$ cat src/rtl/ddmtd_pkg.sv
package ddmtd_pkg;
  // Strobes from the pairing control to the stamp datapath
  typedef struct packed {
    logic takeRef;  // capture counter as reference stamp
    logic takeFb;   // capture counter as feedback stamp
    logic emit;     // publish error this cycle
  } dmtdStrobe_t;
endpackage

$ cat src/rtl/beat_deglitch.sv
module beat_deglitch #(
  parameter int RUN_LEN = 4
) (
  input  logic clk,
  input  logic rstN,
  input  logic rawBeat,
  output logic riseStb
);
  localparam int RUN_W = $clog2(RUN_LEN + 1);

  logic [1:0]       syncQ;
  logic             level;
  logic [RUN_W-1:0] runCnt;

  always_ff @(posedge clk) begin
    if (!rstN) begin
      syncQ   <= '0;
      level   <= 1'b0;
      runCnt  <= '0;
      riseStb <= 1'b0;
    end else begin
      syncQ   <= {syncQ[0], rawBeat};
      riseStb <= 1'b0;
      if (syncQ[1] != level) begin
        if (runCnt == RUN_W'(RUN_LEN - 1)) begin
          level   <= syncQ[1];
          runCnt  <= '0;
          riseStb <= syncQ[1];
        end else begin
          runCnt <= runCnt + 1'b1;
        end
      end else begin
        runCnt <= '0;
      end
    end
  end

  // an accepted rise is a single-cycle event
  a_r4_single_rise: assert property (@(posedge clk) disable iff (!rstN)
    riseStb |=> !riseStb);

  // a rise is only accepted while the settled level was low
  a_r4_rise_from_low: assert property (@(posedge clk) disable iff (!rstN)
    riseStb |-> level);
endmodule

$ cat src/rtl/dmtd_control.sv
module dmtd_control
  import ddmtd_pkg::*;
(
  input  logic        clk,
  input  logic        rstN,
  input  logic        refEdge,
  input  logic        fbEdge,
  output dmtdStrobe_t strobe
);
  logic seenRef, seenFb;
  logic refAvail, fbAvail;

  always_comb begin
    refAvail      = seenRef | refEdge;
    fbAvail       = seenFb | fbEdge;
    strobe.takeRef = refEdge;
    strobe.takeFb  = fbEdge;
    strobe.emit    = refAvail && fbAvail && (refEdge || fbEdge);
  end

  always_ff @(posedge clk) begin
    if (!rstN) begin
      seenRef <= 1'b0;
      seenFb  <= 1'b0;
    end else if (strobe.emit) begin
      seenRef <= 1'b0;
      seenFb  <= 1'b0;
    end else begin
      seenRef <= refAvail;
      seenFb  <= fbAvail;
    end
  end

  // a report consumes both pending stamps
  a_r5_pair_consumed: assert property (@(posedge clk) disable iff (!rstN)
    strobe.emit |=> !(seenRef && seenFb));
endmodule

$ cat src/rtl/dmtd_datapath.sv
module dmtd_datapath
  import ddmtd_pkg::*;
#(
  parameter int CNT_W = 10
) (
  input  logic             clk,
  input  logic             rstN,
  input  dmtdStrobe_t      strobe,
  input  logic [CNT_W-1:0] setpoint,
  output logic [CNT_W-1:0] errOut,
  output logic             errValid
);
  logic [CNT_W-1:0] freeCnt;
  logic [CNT_W-1:0] refStamp, fbStamp;
  logic [CNT_W-1:0] refSel, fbSel, errNext;

  always_comb begin
    refSel  = strobe.takeRef ? freeCnt : refStamp;
    fbSel   = strobe.takeFb  ? freeCnt : fbStamp;
    errNext = fbSel - refSel - setpoint;
  end

  always_ff @(posedge clk) begin
    if (!rstN) begin
      freeCnt  <= '0;
      refStamp <= '0;
      fbStamp  <= '0;
      errOut   <= '0;
      errValid <= 1'b0;
    end else begin
      freeCnt  <= freeCnt + 1'b1;
      refStamp <= refSel;
      fbStamp  <= fbSel;
      errValid <= strobe.emit;
      if (strobe.emit) errOut <= errNext;
    end
  end

  // the valid strobe never lasts two cycles
  a_r5_valid_single: assert property (@(posedge clk) disable iff (!rstN)
    errValid |=> !errValid);

  // the reported value only changes together with a valid strobe
  a_r2_hold_between: assert property (@(posedge clk) disable iff (!rstN)
    !errValid |-> $stable(errOut));
endmodule

$ cat src/rtl/phase_beat_detector.sv
module phase_beat_detector
  import ddmtd_pkg::*;
#(
  parameter int CNT_W   = 10,
  parameter int RUN_LEN = 4
) (
  input  logic             offsetClk,
  input  logic             rstN,
  input  logic             refClkIn,
  input  logic             fbClkIn,
  input  logic [CNT_W-1:0] setpoint,
  output logic [CNT_W-1:0] phaseErr,
  output logic             phaseErrValid
);
  localparam int CHANS = 2;

  logic [CHANS-1:0] rawBeats;
  logic [CHANS-1:0] beatRise;
  dmtdStrobe_t      strobe;

  assign rawBeats = {fbClkIn, refClkIn};

  for (genvar ch = 0; ch < CHANS; ch++) begin : g_beat
    beat_deglitch #(.RUN_LEN(RUN_LEN)) i_deglitch (
      .clk     (offsetClk),
      .rstN    (rstN),
      .rawBeat (rawBeats[ch]),
      .riseStb (beatRise[ch])
    );
  end

  dmtd_control i_control (
    .clk     (offsetClk),
    .rstN    (rstN),
    .refEdge (beatRise[0]),
    .fbEdge  (beatRise[1]),
    .strobe  (strobe)
  );

  dmtd_datapath #(.CNT_W(CNT_W)) i_datapath (
    .clk      (offsetClk),
    .rstN     (rstN),
    .strobe   (strobe),
    .setpoint (setpoint),
    .errOut   (phaseErr),
    .errValid (phaseErrValid)
  );

  // every report is triggered by an accepted edge one cycle earlier
  a_r5_valid_after_edge: assert property (@(posedge offsetClk) disable iff (!rstN)
    phaseErrValid |-> $past(|beatRise));

  // coincident edges report minus the setpoint
  a_r7_coincident: assert property (@(posedge offsetClk) disable iff (!rstN)
    (&beatRise) |=> (phaseErrValid && (CNT_W'(phaseErr + $past(setpoint)) == '0)));
endmodule

$ cat config.mk
export PLATFORM = sky130hd
export DESIGN_NAME = phase_beat_detector
export DESIGN_NICKNAME = d
export VERILOG_FILES = /design/src/rtl/ddmtd_pkg.sv /design/src/rtl/beat_deglitch.sv /design/src/rtl/dmtd_control.sv /design/src/rtl/dmtd_datapath.sv /design/src/rtl/phase_beat_detector.sv
export SDC_FILE = /design/constraint.sdc
export NUM_CORES = 1
export LEC_CHECK = 0
export ABC_AREA = 1
export BUFFER_PORTS_ARGS = -buffer_cell sky130_fd_sc_hd__buf_2
export CORE_AREA = 2 2 83 85
export CTS_CLUSTER_DIAMETER = 50
export DETAILED_ROUTE_END_ITERATION = 16
export DIE_AREA = 0 0 85 87
export PLACE_DENSITY_LB_ADDON = 0.15
export SYNTH_ARGS = -nofsm -noshare
export SYNTH_HDL_FRONTEND = slang
export SYNTH_HIERARCHICAL = 1
export SYNTH_SLANG_ARGS = --single-unit
export TNS_END_PERCENT = 20
$ cat constraint.sdc
create_clock -name offsetClk -period 6 [get_ports offsetClk]
set_clock_uncertainty 0.2 [all_clocks]
set_input_delay 0.3 -clock offsetClk [delete_from_list [all_inputs] [get_ports offsetClk]]
set_output_delay 0.3 -clock offsetClk [all_outputs]
set_load 0.02 [all_outputs]
Word-level counts from Yosys, hierarchy flattened. Index checks and enable logic that the tools add are counted.

Bits in registers: 57. Logic and storage cells: 41. Memories kept: 0. RAM bits: 0. Input port bits: 14. Output and inout bits: 11. Memory bits (read-only): 0. Bits in latches: 0.

Shift operators: 0. Reductions and logical operators: 10. Muxes and demuxes: 2. Order comparisons: 0. Add/subtract/negate cells: 5. Divide/modulo/power cells: 0. Eq/ne operators: 4. Bitwise operators: 5. Multiply operators: 0.

Operators by type and width (number): $mux 10 (2); $sub 10x10->10 (2); $add 10x1->10 const B (1); $add 3x1->3 const B (2); $eq 3x2->1 const B (2); $reduce_and 3->1 (2); $reduce_or 3->1 (2); $reduce_and 2->1 (2); $not 1->1 (3); $logic_and 1x1->1 (2); $ne 1x1->1 (2); $or 1x1->1 (2); $reduce_or 2->1 (1); $logic_or 1x1->1 (1).

Depth between registers and ports, before layout. Gate-level depths: netlist of run 1.

Depth after elaboration: 4. Mapped depth: 18. Mapped depth without buffers: 17.

By module. The synthesis of run 1 kept the hierarchy.

By module, submodules not included: dmtd_datapath (seq. area each 820.8 um2, instances 1, cells an instance 314, area an instance 2238.4 um2); beat_deglitch (seq. area each 140.1 um2, instances 2, cells an instance 28, area an instance 245.2 um2); dmtd_control (seq. area each 40.0 um2, instances 1, cells an instance 17, area an instance 111.4 um2).

Worst setup path after synthesis of run 1. No wires, ideal clock.

Path kind: flip-flop to flip-flop. From: register g_beat[0].i_deglitch.riseStb. To: register i_datapath.errOut[9]. Buffers on the path: 2. Arrival: 2.283 ns. Data required time: 5.691 ns. Path slack: 3.408 ns. Stages on the path, launching flop included: 15. Setup time: 0.109 ns. Path through: dfxtp_1 > buf_4 > buf_2 > o21ai_0 > fa_1 > ha_1 > nand2_1 > nor2_1 > nand3_1 > inv_1 > nor2_1 > nand2_1 > nand3_1 > nand2_1 > inv_1.

Cells in the longest elaborated chain, start to end: 3.

Ends and longest elaborated chain: from (decl) (RTL line beat_deglitch.sv:7) `output logic riseStb`; from (signal assigned) (RTL line beat_deglitch.sv:28) `riseStb <= syncQ[1];`; $mux 10 or $or 1x1->1 (tied branches) (RTL line dmtd_datapath.sv:18, dmtd_control.sv:14); $sub 10x10->10 or $logic_and 1x1->1 (tied branches) (2 in a row) (RTL line dmtd_datapath.sv:20, dmtd_control.sv:18); to (signal assigned) (RTL line dmtd_datapath.sv:35) `if (strobe.emit) errOut <= errNext;`; to (decl) (RTL line dmtd_datapath.sv:10) `output logic [CNT_W-1:0] errOut,`.

Several ways; a longest one is shown, not always the timed one. A chain may end at the register's enable or synchronous reset.

Final worst setup path of run 1.
From: register g_beat[0].i_deglitch.riseStb. To: register i_datapath.errOut[8].

Cells in the longest elaborated chain, start to end: 3.

Ends and longest elaborated chain: $mux 10 (RTL line dmtd_datapath.sv:18) `refSel = strobe.takeRef ? freeCnt : refStamp;`; named net i_datapath.refSel[2] (RTL line dmtd_datapath.sv:15) `logic [CNT_W-1:0] refSel, fbSel, errNext;`; $sub 10x10->10 (2 in a row) (RTL line dmtd_datapath.sv:20) `errNext = fbSel - refSel - setpoint;`.

The timed path passes the listed nets, and every way through them passes these cells.

==> results of run 1 <==
## Yosys cell counts, types with 2 or more instances
master	n	area share [%]
nor3_2	2	0.70
clkbuf_1	3	0.40
ha_1	14	6.2
buf_4	3	0.79
nor2_1	52	6.9
o21ai_0	12	2.1
nand2_2	4	0.88
nand3_1	13	2.3
inv_2	10	1.3
xor2_1	2	0.62
fa_1	9	6.3
nand2_1	101	13
a21oi_1	23	4.1
nor3_1	2	0.35
a21oi_2	3	0.93
inv_1	55	7.3
nor2b_1	2	0.44
o21ai_1	6	1.1
buf_2	4	0.70
mux2i_1	2	0.70
dfxtp_1	57	40
## power groups by stage
| stage | Combinational [mW] | Sequential (mW) | Clock [mW] |
|---|---|---|---|
| 3_5_place_dp | 0.0649 | 0.393 | 0 |
| 2_1_floorplan | 0.0486 | 0.392 | 0 |
| 3_3_place_gp | 0.0643 | 0.393 | 0 |
| 4_1_cts | 0.0663 | 0.385 | 0.335 |
| 6_report | 0.0653 | 0.385 | 0.322 |
| 5_1_grt | 0.0763 | 0.385 | 0.354 |
## routing by layer
layer	share of wire [%]	wire, um	track usage, %
met1	48	2614	21.10
met2	47	2604	25.92
met3	3.3	179	4.265
met4	1.6	85	9.091
met5	0	0	0
## worst max-delay path, stage by stage (launching register included)
cell	delay, ns
dfxtp_1	0.71
inv_2	0.15
nand2_1	0.11
nand2_1	0.07
fa_1	0.50
inv_1	0.04
ha_1	0.34
nand2_1	0.07
o21ai_1	0.24
nand2_1	0.12
nand3_1	0.10
nand2_1	0.05
o21ai_1	0.13
inv_1	0.05
## flip-flops by register name, summed over array words and instances, names as in the netlist
signal / count
i_datapath/errOut: 10
i_datapath/fbStamp: 10
i_datapath/freeCnt: 10
i_datapath/refStamp: 10
g_beat.i_deglitch/runCnt: 6
g_beat.i_deglitch/syncQ: 4
g_beat.i_deglitch/level: 2
g_beat.i_deglitch/riseStb: 2
i_control/seenFb: 1
i_control/seenRef: 1
i_datapath/errValid: 1
## final timing paths
path | end | depth (start not counted)
hold / removal | i_datapath/errOut[0] | 3
setup reg to reg | i_datapath/errOut[8] | 13
hold reg to reg | g_beat[1].i_deglitch/syncQ[1] | 2
setup / recovery | i_datapath/errOut[8] | 13
## logic make-up after synthesis
group                      synth area share, %
xor gates and xnor gates                0.9253
AOI/OAI and AO/OA                        9.869
adders and majority gates                12.51
muxes                                   0.7049
DFF                                      40.18
buffers and inverters                    10.48
and+or+nand+nor                          25.33
## area by class of cell
| cell class | instances | area (um2) |
|---|---|---|
| multi-input cells | 255 | 1401 |
| fillers | 666 | 3362 |
| clock buffers | 10 | 137.6 |
| inverters | 65 | 244.0 |
| clock inverters | 6 | 42.54 |
| well taps | 80 | 100.1 |
| repair buffers | 26 | 140.1 |
| flip-flops and latches | 57 | 1141 |
## stage by stage
step	area (um2)	hold WS (ns)	utilization (%)	std cells	setup WS, ns
3_5_place_dp	3007	0.2061	45.77	481	3.010
4_1_cts	3207	0.1198	48.82	499	2.986
2_1_floorplan	2840	0.1900	-	387	3.408
5_1_grt	3207	0.1254	48.82	499	2.676
3_3_place_gp	3007	0.1934	45.77	481	3.048
6_report	3207	0.1251	48.82	499	3.018
## repair_timing
action                                  in CTS  in global routing
endpoints found under the setup margin       0                  0
hold endpoints to repair                     2                  0
hold buffers                                 2                  0
==> flow_metrics.tcl, run 1 <==
set metrics [dict create \
    status "complete, no violations" \
    critPathKind "reg2reg" \
    portBuffers 24 \
    grt_max_degree 30 \
    power_switching_mw 0.2030 \
    fin_nets 451 \
    hold_start "setpoint[0]" \
    coreArea_mm2 0.006569 \
    yosysSeqAreaShare_pct 40.18 \
    drive_above_1_share_pct 14.80 \
    fp-row-count 30 \
    finalWirelength_um 5483 \
    final_cell_mix "nand2_1, dfxtp_1, inv_1, nor2_1, buf_2" \
    avgSynthCellArea_um2 7.339 \
    grt-ovfl-total 0 \
    rrSetupSlack_ns 3.02 \
    antenna_cells 0 \
    vias_per_cell 4.669 \
    cp.required_ns 6.03 \
    dieArea_mm2 0.007395 \
    crit_fanout 19 \
    die-width_um 85 \
    cts_setup_buffers 0 \
    wl_per_cell_um 10.99 \
    area_growth_pct 12.91 \
    via_count 2330 \
    tightest_slew_ns 0.9734 \
    syn_nets 424 \
    io_pins 25 \
    grt_pass1_vias 2181 \
    cts_buffer_depth 2 \
    cap_violations 0 \
    start_util_pct 43.24 \
    finalCritPeriodShare_pct 49.70 \
    drc 0 \
    r2r_start "g_beat[0].i_deglitch/riseStb" \
    synthArstFlopShare_pct 0 \
    numCtsBuffers 9 \
    cp-end-kind "flip-flop" \
    finalPower_mw 0.7719 \
    synth_edf_count 0 \
    cp-start-kind "flip-flop" \
    die_h_um 87 \
    slew_viol_final 0 \
    ir_drop_uv 128.8 \
    drt-initial-drc-count 95 \
    combPwrFrac_pct 8.5 \
    synth-main-ff-cell "dfxtp_1" \
    pwr-share-clk_pct 41.7 \
    clk_latency_ns 0.34 \
    power.density_mw_per_mm2 240.7 \
    fmax_ghz 0.3354 \
    place.detailed.hpwl_um 4089 \
    hold_path_class "in2reg" \
    yosysWarningCount 6 \
    cts_resized 0 \
    final_common_cell "nand2_1" \
    antenna_found_initial 0 \
    tns_ns 0 \
    firstDrtPassIters 4 \
    hold_viol 0 \
    ant_nets 0 \
    swShare_pct 26.30 \
    internal_power_mw 0.5689 \
    grt_pass1_wl_um 9528 \
    setup_viol 0 \
    synth.distinct_cells 29 \
    rsz0062_at_grt "false" \
    min_period_ns 2.982 \
    leakage_nw 1.570 \
    cts_root_buffer "clkbuf_8" \
    clkTransAtPathRegs_ns 0.07 \
    cts_tree "done" \
    synth_cells 387 \
    critPathLaunch "g_beat[0].i_deglitch/riseStb" \
    seq_power_share_pct 49.8 \
    cp.arrival_ns 3.01 \
    routabilityCongestion 0.7859 \
    ys_seq_elements 57 \
    syn-cell-area_mm2 0.002840 \
    h-tree-depth 3 \
    track_usage_pct 16.63 \
    cts_sinks 57 \
    relSlewSlack_pct 35.04 \
]
No activity file was read; power rests on OpenSTA's default activity.
==> run 2, diff against run 1 <==
Clock period 6 ns to 2.75 ns, I/O delays scaled along.
==> flow_metrics.tcl, run 2 (synthesis gave the netlist of run 1 again) <==
set metrics [dict create \
    path_buf_inv 2 \
    area_growth_pct 20.09 \
    grt_max_degree 30 \
    cp-start-kind "flip-flop" \
    place.detailed.hpwl_um 4244 \
    dpl_cell_area_mm2 0.003139 \
    finalCritPeriodShare_pct 92.96 \
    cap_violations 0 \
    power.density_mw_per_mm2 518.8 \
    post-place-ws_ns -0.06233 \
    grt_pass1_vias 2252 \
    numCtsBuffers 9 \
    slew_viol_final 0 \
    critPathKind "reg2reg" \
    portBuffers 24 \
    tightest_slew_ns 0.9794 \
    fin_nets 468 \
    start_util_pct 43.24 \
    drive_above_1_share_pct 19.50 \
    clk_latency_ns 0.34 \
    cts_setup_buffers 0 \
    via_count 2381 \
    final_common_cell "nand2_1" \
    drc 0 \
    antenna_found_initial 0 \
    die_h_um 87 \
    fmax_ghz 0.3912 \
    status "complete, no violations" \
    rsz0062_at_grt "true" \
    fin_hold_ws_ns 0.03114 \
    drt-initial-drc-count 70 \
    finalWirelength_um 5787 \
    die-width_um 85 \
    vias_per_cell 4.614 \
    tns_ns 0 \
    clkTransAtPathRegs_ns 0.06 \
    finalPower_mw 1.770 \
    cts_buffer_depth 2 \
    cp-end-kind "flip-flop" \
    coreArea_mm2 0.006569 \
    cp.arrival_ns 2.58 \
    h-tree-depth 3 \
    crit_fanout 15 \
    io_pins 25 \
    cpMaxStageDelayCell "fa_1" \
    cts_root_buffer "clkbuf_8" \
    leakage_nw 1.670 \
    wl_per_cell_um 11.22 \
    min_period_ns 2.556 \
    cp_slowest_stage_delay_ns 0.50 \
    relSlewSlack_pct 34.63 \
    cp_common_cell "nand2_1" \
    hold_viol 0 \
    fin_ws_ns 0.1936 \
    antenna_cells 0 \
    grt_pass1_wl_um 9846 \
    dieArea_mm2 0.007395 \
    design_area_mm2 0.003411 \
    firstDrtPassIters 4 \
    grt-ovfl-total 0 \
    setup_viol 0 \
    cp.required_ns 2.77 \
    track_usage_pct 17.22 \
    hold_path_class "in2reg" \
    cts_sinks 57 \
    ir_drop_uv 301.2 \
    cts_tree "done" \
    cp_top_family "adder cells" \
    routabilityCongestion 0.7534 \
    fp-row-count 30 \
    ant_nets 0 \
    final_cell_mix "nand2_1, dfxtp_1, inv_1, nor2_1, buf_2" \
    path_cells "buf_4 -> nand2_1 -> nand2_1 -> fa_1 -> inv_1 -> ha_1 -> nand2_1 -> o21bai_4 -> nand2_1 -> nand3_1 -> nand2_1 -> nor2_1 -> nor2_1" \
]
==> run 2: cell count changes in the layout (fill, tap and decap cells not counted), sizes merged <==
cell         change
buf             +16
bufinv           +1
clkinv           +2
clkinvlp         -2
dlygate4sd3      +1
inv              -1
==> run 2: layout make-up <==
type | instances | area, um2
Fill cell | 676 | 3158
Multi-Input combinational cell | 255 | 1453
Sequential cell | 57 | 1145
Timing Repair Buffer | 43 | 282.8
Inverter | 65 | 244.0
Clock buffer | 10 | 127.6
Tap cell | 80 | 100.1
Clock inverter | 6 | 58.81
==> run 2: power by group <==
| part | leakage [nW] | total, mW | switching (mW) | internal, mW |
|---|---|---|---|---|
| clock | 0.0998 | 0.757 | 0.344 | 0.413 |
| sequential | 0.461 | 0.839 | 0.00690 | 0.832 |
| combinational | 1.11 | 0.174 | 0.0954 | 0.0784 |
==> run 2: path summary, 6_finish.rpt <==
check                           cells past startpoint                          start  slack [ns]                       endpoint
worst max-delay path                               13   g_beat[0].i_deglitch/riseStb        0.19           i_datapath/errOut[7]
worst min-delay path                                3                           rstN        0.03  g_beat[0].i_deglitch/syncQ[1]
worst max register to register                     13   g_beat[0].i_deglitch/riseStb        0.19           i_datapath/errOut[7]
worst min register to register                      2  g_beat[1].i_deglitch/syncQ[0]        0.22  g_beat[1].i_deglitch/syncQ[1]
==> run 2: through the flow <==
stage | util (%) | cells
floorplan | - | 387
global placement | 47.79 | 497
detailed placement | 47.79 | 497
CTS | 51.10 | 516
global route | 51.92 | 516
finish | 51.92 | 516
==> run 2: per-layer routing <==
layer / up-vias / wire [um] / GRT usage, %
met5: - / 0 / 0
met4: 0 / 83 / 5.628
met3: 7 / 181 / 5.498
met2: 28 / 2766 / 28.91
met1: 1073 / 2755 / 21.01
li1: 1273 / - / -
==> run 2: worst register-to-register path: cells and delay by family, from the launching register on <==
family,cells,cell delay [ns]
AND/OR/NAND/NOR,8,0.65
flip-flops,1,0.39
AO/OA/AOI/OAI,1,0.18
adder cells (fa/ha/maj),2,0.82
buffers and inverters,2,0.19
==> run 2: timing repair <==
action	in CTS	in global routing
hold buffers	3	0
resized for setup	1	13
hold endpoints to repair	3	0
pin swaps	0	0
setup endpoints to repair	3	6
